<file path="config.mk">
export PLATFORM = sky130hd
export DESIGN_NAME = stereo_ser_port
export DESIGN_NICKNAME = d
export VERILOG_FILES = /design/src/rtl/ssp_pkg.sv /design/src/rtl/ssp_master_gen.sv /design/src/rtl/ssp_slave_align.sv /design/src/rtl/ssp_sample_buf.sv /design/src/rtl/ssp_serializer.sv /design/src/rtl/stereo_ser_port.sv
export SDC_FILE = /design/constraint.sdc
export NUM_CORES = 1
export LEC_CHECK = 0
export ABC_AREA = 1
export ABC_CLOCK_PERIOD_IN_PS = 1800
export BUFFER_PORTS_ARGS = -buffer_cell sky130_fd_sc_hd__buf_2
export CORE_MARGIN = 2
export CORE_UTILIZATION = 54
export DETAILED_ROUTE_END_ITERATION = 12
export GPL_ROUTABILITY_DRIVEN = 0
export PLACE_DENSITY = 0.73
export SLEW_MARGIN = 25
export SYNTH_ARGS = -nofsm -noshare
export SYNTH_HDL_FRONTEND = slang
export SYNTH_SLANG_ARGS = --single-unit
export TNS_END_PERCENT = 10
</file>
<file path="constraint.sdc">
create_clock -name clk -period 1.8 [get_ports clk]
set_clock_uncertainty 0.15 [all_clocks]
set_input_delay 0.27 -clock clk [delete_from_list [all_inputs] [get_ports clk]]
set_output_delay 0.27 -clock clk [all_outputs]
set_load 0.01 [all_outputs]
</file>
<file path="src/rtl/ssp_pkg.sv">
package ssp_pkg;
  // mode_sel bit meanings
  localparam int MODE_MASTER_BIT = 0;
  localparam int MODE_POL_BIT    = 1;

  // level of the frame clock that marks the left channel
  function automatic logic left_level(input logic [1:0] mode);
    return ~mode[MODE_POL_BIT];
  endfunction

  // MSB-justified format only in slave mode with polarity bit clear
  function automatic logic is_msb_just(input logic [1:0] mode);
    return (mode == 2'b00);
  endfunction
endpackage

</file>
<file path="src/rtl/ssp_master_gen.sv">
module ssp_master_gen #(
  parameter int DIV_LO = 4,
  parameter int DIV_HI = 6,
  parameter int SLOT_W = 5
) (
  input  logic              clk,
  input  logic              rst,
  input  logic              pd,
  input  logic              en,
  input  logic              ratio_hi,
  input  logic              left_lvl,
  output logic              tick,
  output logic [SLOT_W:0]   nslot,
  output logic              sclk_o,
  output logic              lrck_o,
  output logic              fsync_o
);
  localparam int DIV_MAX = (DIV_HI > DIV_LO) ? DIV_HI : DIV_LO;
  localparam int CNT_W   = $clog2(DIV_MAX);

  logic [CNT_W-1:0]  dcnt;
  logic [CNT_W-1:0]  div_last;
  logic [CNT_W-1:0]  rise_pt;
  logic [SLOT_W:0]   bcnt;
  logic              hold;

  assign div_last = ratio_hi ? CNT_W'(DIV_HI - 1)     : CNT_W'(DIV_LO - 1);
  assign rise_pt  = ratio_hi ? CNT_W'(DIV_HI / 2 - 1) : CNT_W'(DIV_LO / 2 - 1);
  assign hold     = rst || pd || !en;
  // tick marks the cycle before the bit-clock fall; the fall and the
  // new slot take effect at the next edge
  assign tick     = !hold && (dcnt >= div_last);
  assign nslot    = bcnt + 1'b1;

  always_ff @(posedge clk) begin
    if (hold) begin
      dcnt    <= '0;
      bcnt    <= '1;
      sclk_o  <= 1'b0;
      fsync_o <= 1'b0;
      lrck_o  <= en ? left_lvl : 1'b0;
    end else if (tick) begin
      dcnt    <= '0;
      bcnt    <= nslot;
      sclk_o  <= 1'b0;
      lrck_o  <= nslot[SLOT_W] ? ~left_lvl : left_lvl;
      fsync_o <= ~nslot[SLOT_W-1];
    end else begin
      dcnt <= dcnt + 1'b1;
      if (dcnt == rise_pt) sclk_o <= 1'b1;
    end
  end
endmodule

</file>
<file path="src/rtl/ssp_slave_align.sv">
module ssp_slave_align #(
  parameter int SLOT_W = 5
) (
  input  logic              clk,
  input  logic              rst,
  input  logic              pd,
  input  logic              en,
  input  logic              left_lvl,
  input  logic              sclk_i,
  input  logic              lrck_i,
  input  logic              fsync_i,
  output logic              tick,
  output logic [SLOT_W:0]   nslot,
  output logic              fsync_ok
);
  logic sclk_m, sclk_s, sclk_d;
  logic lrck_m, lrck_s, lrck_last;
  logic fsync_m, fsync_s;
  logic [SLOT_W:0] bcnt;

  always_ff @(posedge clk) begin
    if (rst) begin
      sclk_m  <= 1'b0; sclk_s  <= 1'b0; sclk_d <= 1'b0;
      lrck_m  <= 1'b0; lrck_s  <= 1'b0;
      fsync_m <= 1'b0; fsync_s <= 1'b0;
    end else begin
      sclk_m  <= sclk_i;  sclk_s  <= sclk_m;  sclk_d <= sclk_s;
      lrck_m  <= lrck_i;  lrck_s  <= lrck_m;
      fsync_m <= fsync_i; fsync_s <= fsync_m;
    end
  end

  // falling bit clock seen in the system clock domain
  assign tick     = en && !pd && !rst && sclk_d && !sclk_s;
  assign fsync_ok = fsync_s;
  // a frame-clock change restarts the count at slot 0 of its half
  assign nslot    = (lrck_s != lrck_last) ? {lrck_s != left_lvl, {SLOT_W{1'b0}}}
                                          : bcnt + 1'b1;

  always_ff @(posedge clk) begin
    if (rst || pd || !en) begin
      bcnt      <= '1;
      lrck_last <= left_lvl;
    end else if (tick) begin
      bcnt      <= nslot;
      lrck_last <= lrck_s;
    end
  end
endmodule

</file>
<file path="src/rtl/ssp_sample_buf.sv">
module ssp_sample_buf #(
  parameter int W = 20
) (
  input  logic         clk,
  input  logic         rst,
  input  logic         s_valid,
  output logic         s_ready,
  input  logic [W-1:0] s_left,
  input  logic [W-1:0] s_right,
  input  logic         take,
  output logic [W-1:0] left_next,
  output logic [W-1:0] right_cur
);
  logic [W-1:0] pend_l, pend_r, cur_l, cur_r;
  logic         full;

  assign s_ready   = ~full;
  assign left_next = full ? pend_l : cur_l;
  assign right_cur = cur_r;

  always_ff @(posedge clk) begin
    if (rst) begin
      full   <= 1'b0;
      pend_l <= '0; pend_r <= '0;
      cur_l  <= '0; cur_r  <= '0;
    end else begin
      if (take && full) begin
        cur_l <= pend_l;
        cur_r <= pend_r;
        full  <= 1'b0;
      end else if (s_valid && !full) begin
        pend_l <= s_left;
        pend_r <= s_right;
        full   <= 1'b1;
      end
    end
  end
endmodule

</file>
<file path="src/rtl/ssp_serializer.sv">
module ssp_serializer #(
  parameter int W      = 20,
  parameter int SLOT_W = 5
) (
  input  logic              clk,
  input  logic              rst,
  input  logic              pd,
  input  logic              tick,
  input  logic [SLOT_W-1:0] slot,
  input  logic              delay_one,
  input  logic              gate,
  input  logic [W-1:0]      word,
  output logic              sdata
);
  localparam int LW = $clog2(W + 1);

  logic [W-1:0]  shreg;
  logic [LW-1:0] left_cnt;

  always_ff @(posedge clk) begin
    if (rst || pd) begin
      sdata    <= 1'b0;
      shreg    <= '0;
      left_cnt <= '0;
    end else if (tick) begin
      if (slot == '0) begin
        if (delay_one || !gate) begin
          sdata    <= 1'b0;
          shreg    <= word;
          left_cnt <= LW'(W);
        end else begin
          sdata    <= word[W-1];
          shreg    <= word << 1;
          left_cnt <= LW'(W - 1);
        end
      end else if (gate && left_cnt != '0) begin
        sdata    <= shreg[W-1];
        shreg    <= shreg << 1;
        left_cnt <= left_cnt - 1'b1;
      end else begin
        sdata <= 1'b0;
      end
    end
  end
endmodule

</file>
<file path="src/rtl/stereo_ser_port.sv">
module stereo_ser_port #(
  parameter int SAMPLE_W = 20,
  parameter int SLOT_W   = 5,
  parameter int DIV_LO   = 4,
  parameter int DIV_HI   = 6
) (
  input  logic                clk,
  input  logic                rst,
  input  logic                pwr_dn,
  input  logic [1:0]          mode_sel,
  input  logic                ratio_sel,
  input  logic                s_valid,
  output logic                s_ready,
  input  logic [SAMPLE_W-1:0] s_left,
  input  logic [SAMPLE_W-1:0] s_right,
  input  logic                sclk_in,
  input  logic                lrck_in,
  input  logic                fsync_in,
  output logic                sclk_out,
  output logic                lrck_out,
  output logic                fsync_out,
  output logic                sdata
);
  import ssp_pkg::*;

  logic              master, left_lvl, msbj;
  logic              m_tick, s_tick, tick, s_fsync_ok, gate, frame_start;
  logic [SLOT_W:0]   m_nslot, s_nslot, nslot;
  logic [SAMPLE_W-1:0] left_next, right_cur, word;

  assign master   = mode_sel[MODE_MASTER_BIT];
  assign left_lvl = left_level(mode_sel);
  assign msbj     = is_msb_just(mode_sel);

  ssp_master_gen #(.DIV_LO(DIV_LO), .DIV_HI(DIV_HI), .SLOT_W(SLOT_W)) u_mgen (
    .clk(clk), .rst(rst), .pd(pwr_dn), .en(master), .ratio_hi(ratio_sel),
    .left_lvl(left_lvl), .tick(m_tick), .nslot(m_nslot),
    .sclk_o(sclk_out), .lrck_o(lrck_out), .fsync_o(fsync_out)
  );

  ssp_slave_align #(.SLOT_W(SLOT_W)) u_salign (
    .clk(clk), .rst(rst), .pd(pwr_dn), .en(~master), .left_lvl(left_lvl),
    .sclk_i(sclk_in), .lrck_i(lrck_in), .fsync_i(fsync_in),
    .tick(s_tick), .nslot(s_nslot), .fsync_ok(s_fsync_ok)
  );

  assign tick        = master ? m_tick  : s_tick;
  assign nslot       = master ? m_nslot : s_nslot;
  assign frame_start = tick && (nslot == '0);
  assign gate        = msbj ? s_fsync_ok : 1'b1;
  assign word        = nslot[SLOT_W] ? right_cur : left_next;

  ssp_sample_buf #(.W(SAMPLE_W)) u_buf (
    .clk(clk), .rst(rst), .s_valid(s_valid), .s_ready(s_ready),
    .s_left(s_left), .s_right(s_right), .take(frame_start),
    .left_next(left_next), .right_cur(right_cur)
  );

  ssp_serializer #(.W(SAMPLE_W), .SLOT_W(SLOT_W)) u_ser (
    .clk(clk), .rst(rst), .pd(pwr_dn), .tick(tick),
    .slot(nslot[SLOT_W-1:0]), .delay_one(~msbj), .gate(gate),
    .word(word), .sdata(sdata)
  );
endmodule

</file>
==> out/qor.log, run 1 <==
INFO  outcome        outcome=finished with violations
INFO  outcome        failing_checks=negative setup slack
INFO  global_routing maximum_number_of_pins_on_one_net_before_global_route_repair=82
INFO  setup_path     critical_path.max_fanout=37
INFO  die            initial_standard_cell_utilization_of_the_core=55.07%
INFO  logic_synthesis ys_types=34
INFO  power_and_ir_drop ir_worst_vdd=0.8755mV
INFO  layout         final-instance-count-excl-fill=1190
INFO  power_and_ir_drop power.density=903.0nW/um2
INFO  route          drc_errors=0
INFO  clock_tree     cts_sink_count=133
INFO  route          dr.pass1.iters=5
INFO  die            num_rows=39
INFO  logic_synthesis synthesis.area_per_instance=6.982um2
INFO  timing         period_minus_slack=2.002ns
INFO  route          ant_nets=0
INFO  clock_tree     worst_setup_hold_path_clk_slew=0.06ns
INFO  die            die_w=111.5um
INFO  power_and_ir_drop seq_power_share=41.2%
INFO  timing         fmaxAchievable=499.5MHz
INFO  logic_synthesis synth_top_cells_by_area=sky130_fd_sc_hd__dfxtp_1 (42%), sky130_fd_sc_hd__nor2_1 (9.0%), sky130_fd_sc_hd__o21ai_0 (8.9%)
INFO  global_routing first_pass_grt_wire_length=26020um
INFO  logic_synthesis ys.flop_type=sky130_fd_sc_hd__dfxtp_1
INFO  global_routing number_of_global_route_vias_before_repair=5650
INFO  layout         syn_to_final_growth=34.36%
INFO  die            dieArea=12420um2
INFO  logic_synthesis yosys_warnings=0
INFO  logic_synthesis synth_enable_flop_cells=2
INFO  power_and_ir_drop combPwrFrac=13.5%
INFO  setup_path     worst_setup_path_end_kind=flop
INFO  layout         core_utilization_of_the_finished_layout=73.99%
INFO  global_routing gr-usage-all-layers=25.79%
INFO  timing         timing.final.hold_violations=0
INFO  logic_synthesis netlist.area_leader.share=42.06%
INFO  logic_synthesis synth_top_area_cell=sky130_fd_sc_hd__dfxtp_1
INFO  route          route.met3.wl=724um
INFO  timing         relSlewSlack=76.70%
INFO  die            coreArea=11320um2
INFO  setup_path     worst_setup_path_start_kind=flop
INFO  timing         rsz0062_at_grt=yes
INFO  clock_tree     cts_tree=done
INFO  logic_synthesis netlist_area=6235um2
INFO  route          met2RoutedLength=7932um
INFO  logic_synthesis gate_count_of_the_mapped_netlist=893
INFO  global_routing global_route.overflow_total=0
INFO  timing         worst-slew-pin-transition=0.3495ns
INFO  power_and_ir_drop share_clk_of_total_power=45.3%
INFO  place          hpwl=9594um
INFO  timing         timing.final.max_slew_violations=0
INFO  power_and_ir_drop power.switching_fraction=26.53%
INFO  layout         nFillCells=859
INFO  clock_tree     clockRootBuffer=sky130_fd_sc_hd__clkbuf_16
INFO  die            boundaryPins=55
INFO  power_and_ir_drop switching_power=0.002007W
INFO  route          total_via_count_after_detailed_routing=6021
INFO  clock_tree     cts-buffers-inserted=17
INFO  route          drt_iter0_drc=294
INFO  setup_path     path_class=reg2reg
INFO  setup_path     worstPathArrival=2.21ns
INFO  route          drt-total-wl=15820um
INFO  layout         diodes=0
INFO  logic_synthesis ffs_w_async_s_r_synth=0%
INFO  route          wire_per_inst=13.29um
INFO  place          port_buffers=54
INFO  min_path       class_of_the_most_critical_hold_timing_path=in2reg
INFO  run            max-cap-violations=0
INFO  setup_path     crit_required=2.01ns
INFO  clock_tree     clockBufferDepth=2
INFO  die            die_height=111.5um
INFO  timing         finalCritPeriodShare=111.2%
INFO  route          vias_per_cell=5.060
INFO  route          route.layer.met1.wl=6976um
INFO  logic_synthesis synth-seq-area-share=43.03%
INFO  clock_tree     clock_latency=0.43ns
INFO  layout         fin_nets=1091
INFO  power_and_ir_drop post-layout-total-power=0.007564W
INFO  place          dp_cells=1107
INFO  logic_synthesis synthMostInstantiatedCell=sky130_fd_sc_hd__nor2_1
INFO  logic_synthesis syn-num-nets=950
INFO  timing         timing.final.ws_setup=-0.2021ns
INFO  logic_synthesis synth_commonest_cells=sky130_fd_sc_hd__nor2_1 (150), sky130_fd_sc_hd__nand2_1 (144), sky130_fd_sc_hd__dfxtp_1 (131)
INFO  layout         layout-drive-gt1-share=22.45%
INFO  power_and_ir_drop cellLeakagePower=3.780nW
INFO  power_and_ir_drop p_int=0.005557W
INFO  clock_tree     cts_h_tree_depth=4
INFO  place          place_worst_setup_slack=-0.2518ns
INFO  global_routing antenna_found_initial=0
INFO  logic_synthesis synth-seq-cells=133
INFO  timing         setup_viol=67
INFO  route          highest_layer=met4
[stage by stage]
step                TNS [ns]  area [um2]  hold slack [ns]
finish                -9.777        8377          0.04906
global route          -16.98        8377          0.05467
CTS                   -11.04        8108          0.04307
detailed placement    -11.22        7039           0.2549
global placement      -9.549        7039           0.2523
floorplan             -2.587        6289           0.2270
[worst max-delay path, stage by stage, from the launching register on]
cell                      delay [ns]
sky130_fd_sc_hd__dfxtp_2        0.37
sky130_fd_sc_hd__ha_4           0.15
sky130_fd_sc_hd__nand3_1        0.10
sky130_fd_sc_hd__xor2_1         0.19
sky130_fd_sc_hd__inv_1          0.09
sky130_fd_sc_hd__nand3_2        0.12
sky130_fd_sc_hd__nand2_4        0.15
sky130_fd_sc_hd__nand3_4        0.12
sky130_fd_sc_hd__buf_12         0.19
sky130_fd_sc_hd__buf_4          0.15
sky130_fd_sc_hd__a21oi_1        0.12
[repair_timing]
action	4_1_cts	5_1_grt
buffers inserted	0	4
gates resized for setup	31	61
setup endpoints to repair	67	70
endpoints found under the hold margin	44	0
pin swaps	2	10
hold buffers	44	0
cloned	0	3
[routing by layer]
layer	vias up	GRT usage, %
met3	16	6.206
met5	-	0
met4	0	7.819
met1	2729	32.42
li1	3140	-
met2	136	44.11
[placed cells by master (no fill, tap or decap), types with 4 or more instances in the layout]
master,n
sky130_fd_sc_hd__dlygate4sd3_1,44
sky130_fd_sc_hd__dfxtp_1,124
sky130_fd_sc_hd__a21oi_1,45
sky130_fd_sc_hd__nor3_1,5
sky130_fd_sc_hd__buf_6,7
sky130_fd_sc_hd__nor2_1,140
sky130_fd_sc_hd__clkbuf_16,17
sky130_fd_sc_hd__inv_1,109
sky130_fd_sc_hd__o21ai_0,88
sky130_fd_sc_hd__buf_4,56
sky130_fd_sc_hd__nor2_2,8
sky130_fd_sc_hd__ha_1,4
sky130_fd_sc_hd__nand2_2,10
sky130_fd_sc_hd__a22oi_1,4
sky130_fd_sc_hd__nand2_4,4
sky130_fd_sc_hd__o21ai_1,29
sky130_fd_sc_hd__nand3_1,67
sky130_fd_sc_hd__nand3_2,9
sky130_fd_sc_hd__buf_2,54
sky130_fd_sc_hd__nand2_1,134
sky130_fd_sc_hd__inv_6,4
sky130_fd_sc_hd__o21ai_2,18
sky130_fd_sc_hd__dfxtp_2,5
sky130_fd_sc_hd__nor2_4,4
sky130_fd_sc_hd__buf_12,8
[final timing paths]
kind | from | end | slack (ns) | cells after the start
worst max-delay path | u_mgen.bcnt[1] | u_buf.right_cur[14] | -0.20 | 10
worst min-delay path | rst | u_salign.lrck_s | 0.05 | 3
worst max register to register | u_mgen.bcnt[1] | u_buf.right_cur[14] | -0.20 | 10
worst min register to register | u_salign.lrck_m | u_salign.lrck_s | 0.25 | 2
[sequential cells by signal (all words and copies together), names as in the netlist, 3 cells and up]
signal and count:
u_mgen.dcnt 3, u_buf.pend_r 20, u_buf.cur_l 20, u_buf.pend_l 20
u_buf.right_cur 20, u_mgen.bcnt 6, u_ser.left_cnt 5, u_ser.shreg 20
u_salign.bcnt 6
[power groups by stage]
stage | registers (W) | clock network (W) | logic (W)
finish | 0.00312 | 0.00342 | 0.00102
detailed placement | 0.00317 | 0 | 0.000843
global route | 0.00312 | 0.00359 | 0.00113
floorplan | 0.00316 | 0 | 0.000505
CTS | 0.00311 | 0.00345 | 0.000936
global placement | 0.00317 | 0 | 0.000836
[final cells by class]
| class | count | area, um2 | area share, % |
|---|---|---|---|
| tap | 143 | 178.9 | 2.136 |
| inverter | 111 | 416.7 | 4.974 |
| clock inverter | 13 | 147.6 | 1.763 |
| timing repair buffer | 169 | 1370 | 16.36 |
| clock buffer | 19 | 432.9 | 5.168 |
| sequential | 133 | 2696 | 32.19 |
| multi-input combinational | 602 | 3134 | 37.42 |
[kinds of logic after synthesis]
family | synth area share (%)
buf+inv | 11.40
simple gates | 27.17
xor+xnor | 1.124
compound gates | 15.87
flops | 43.03
fa+ha+maj | 1.405
No activity file was read; power rests on OpenSTA's default activity.
==> run 2, diff against run 1 <==
Settings changed: CORE_MARGIN 2 to not set.
==> out/qor.log, run 2 (synthesis gave the netlist of run 1 again) <==
INFO  setup_path     worst_setup_path_end_kind=flop
INFO  setup_path     critical_path.max_fanout=9
INFO  layout         final-instance-count-excl-fill=1190
INFO  timing         period_minus_slack=2.028ns
INFO  place          hpwl=9590um
INFO  timing         timing.final.hold_violations=0
INFO  timing         timing.final.max_slew_violations=0
INFO  clock_tree     worst_setup_hold_path_clk_slew=0.07ns
INFO  outcome        outcome=finished with violations
INFO  route          total_via_count_after_detailed_routing=6309
INFO  route          vias_per_cell=5.302
INFO  place          dp_cells=1103
INFO  setup_path     path_class=reg2reg
INFO  timing         finalSetupTns=-10.72ns
INFO  route          drt-total-wl=17420um
INFO  min_path       min-delay-start=mode_sel[1]
INFO  timing         worst-slew-pin-transition=0.5956ns
INFO  global_routing global_route.peak_usage_layer=met2
INFO  setup_path     crit_required=1.97ns
INFO  outcome        failing_checks=negative setup slack
INFO  clock_tree     cts_sink_count=133
INFO  setup_path     ff2ff_path_depth=11
INFO  clock_tree     clockRootBuffer=sky130_fd_sc_hd__clkbuf_16
INFO  clock_tree     cts_tree=done
INFO  layout         fin_nets=1094
INFO  global_routing number_of_global_route_vias_before_repair=5924
INFO  global_routing antenna_found_initial=0
INFO  layout         nFillCells=713
INFO  global_routing gr-usage-all-layers=30.36%
INFO  setup_path     critical_path.top_delay_family=simple AND/OR/NAND/NOR gates
INFO  route          drc_errors=0
INFO  timing         fmaxAchievable=493.1MHz
INFO  setup_path     timing.critical_path.mode_cell=sky130_fd_sc_hd__buf_12
INFO  clock_tree     cts_h_tree_depth=4
INFO  die            dieArea=11980um2
INFO  power_and_ir_drop cellLeakagePower=3.911nW
INFO  layout         layout-drive-gt1-share=26.38%
INFO  layout         multi_input_area=3322um2
INFO  timing         timing.final.ws_setup=-0.2279ns
INFO  power_and_ir_drop post-layout-total-power=0.007759W
INFO  layout         sequential_cell_area=2696um2
INFO  layout         layout_common_cells=sky130_fd_sc_hd__nor2_1 (136), sky130_fd_sc_hd__nand2_1 (134), sky130_fd_sc_hd__dfxtp_1 (124)
INFO  timing         fin_worst_hold_slack=0.1971ns
INFO  global_routing groute.layer.met2.usage=52.07%
INFO  die            die_height=109.5um
INFO  die            die_w=109.5um
INFO  setup_path     critical_path.startpoint=u_mgen.bcnt[0]
INFO  global_routing maximum_number_of_pins_on_one_net_before_global_route_repair=82
INFO  setup_path     regToRegSetupSlack=-0.23ns
INFO  setup_path     slowest_delay=0.37ns
INFO  setup_path     critical_path_cell_count=11
INFO  clock_tree     cts-buffers-inserted=17
INFO  min_path       hold-path-cell-count=4
INFO  timing         rsz0062_at_grt=yes
INFO  die            initial_standard_cell_utilization_of_the_core=56.52%
INFO  layout         core_utilization_of_the_finished_layout=79.57%
INFO  die            num_rows=38
INFO  setup_path     cp_cell_sequence=ha_4, nand3_1, xor2_2, inv_1, nand3_2, nand2_4, nand3_4, buf_12, buf_12, o21ai_4, a21oi_4
INFO  min_path       class_of_the_most_critical_hold_timing_path=in2reg
INFO  place          port_buffers=54
INFO  setup_path     regToRegEndpoint=u_buf.cur_l[3]
INFO  route          dr.pass1.iters=5
INFO  setup_path     r2r_start=u_mgen.bcnt[0]
INFO  power_and_ir_drop ir_worst_vdd=0.7614mV
INFO  setup_path     critPathBufInv=3
INFO  layout         syn_to_final_growth=40.78%
INFO  timing         setup_viol=67
INFO  die            boundaryPins=55
INFO  setup_path     crit_slowest_cell=sky130_fd_sc_hd__dfxtp_2
INFO  clock_tree     clockBufferDepth=2
INFO  layout         layout.cells.most_common=sky130_fd_sc_hd__nor2_1
INFO  setup_path     cp-endpoint=u_buf.cur_l[3]
INFO  global_routing global_route.overflow_total=0
INFO  setup_path     worstPathArrival=2.20ns
INFO  layout         diodes=0
INFO  timing         relSlewSlack=59.88%
INFO  setup_path     worst_setup_path_start_kind=flop
INFO  timing         finalCritPeriodShare=112.7%
INFO  global_routing globalRouteMet3Util=6.106%
INFO  power_and_ir_drop power.density=884.0nW/um2
INFO  global_routing grt_util_met1=35.72%
INFO  run            max-cap-violations=0
INFO  route          drt_iter0_drc=318
INFO  global_routing first_pass_grt_wire_length=27830um
INFO  clock_tree     clock_latency=0.43ns
INFO  route          wire_per_inst=14.64um
INFO  die            coreArea=11030um2
INFO  route          ant_nets=0
-- run 2: cell types whose count changed in the layout (fill, tap and decap cells not counted), moves of 9 or more --
cell                      before  now
sky130_fd_sc_hd__a21oi_1      45   31
sky130_fd_sc_hd__a21oi_2       3   16
sky130_fd_sc_hd__buf_4        56   46
sky130_fd_sc_hd__o21ai_0      88   79
sky130_fd_sc_hd__o21ai_1      29   17
sky130_fd_sc_hd__o21ai_2      18   33
-- run 2: what timing repair did --
action / CTS / global route
endpoints found under the setup margin: 67 / 67
endpoints found under the hold margin: 45 / 0
setup buffers: 6 / 0
pin swaps: 14 / 18
gates resized for setup: 72 / 88
hold buffers: 45 / 0
cloned: 5 / 0
-- run 2: through the flow --
step | worst slack (ns) | area (um2)
6_report | -0.2279 | 8777
4_1_cts | -0.1935 | 8508
2_1_floorplan | -0.07428 | 6289
3_3_place_gp | -0.1957 | 7066
3_5_place_dp | -0.2488 | 7066
5_1_grt | -0.3117 | 8777
-- run 2: worst min-delay path by stage --
stage / end / slack (ns)
floorplan: u_salign.fsync_m / 0.23
global placement: u_salign.lrck_s / 0.24
detailed placement: u_salign.lrck_s / 0.25
CTS: u_mgen.lrck_o / 0.16
global route: u_mgen.lrck_o / 0.21
finish: u_mgen.lrck_o / 0.20
-- run 2: power breakdown --
part           switching, W  internal (W)
logic              0.000602      0.000469
clock network       0.00137       0.00219
registers         0.0000869       0.00305
-- run 2: worst min-delay path, stage by stage --
cell	delay (ns)
sky130_fd_sc_hd__buf_2	0.12
sky130_fd_sc_hd__buf_4	0.13
sky130_fd_sc_hd__nor3_1	0.05
sky130_fd_sc_hd__nor2_1	0.09
-- run 2: area by class of cell --
type	instances	area share, %
flip-flops and latches	133	30.72
well taps	140	1.996
multi-input cells	601	37.85
clock inverters	15	2.053
inverters	111	4.747
clock buffers	17	4.847
repair buffers	173	17.79
-- run 2: layer usage --
layer / vias to the layer above / wire [um] / share of wire (%)
li1: 3145 / - / -
met1: 2876 / 7108 / 41
met2: 237 / 8710 / 50
met3: 51 / 891 / 5.1
met4: 0 / 713 / 4.1
met5: - / 0 / 0
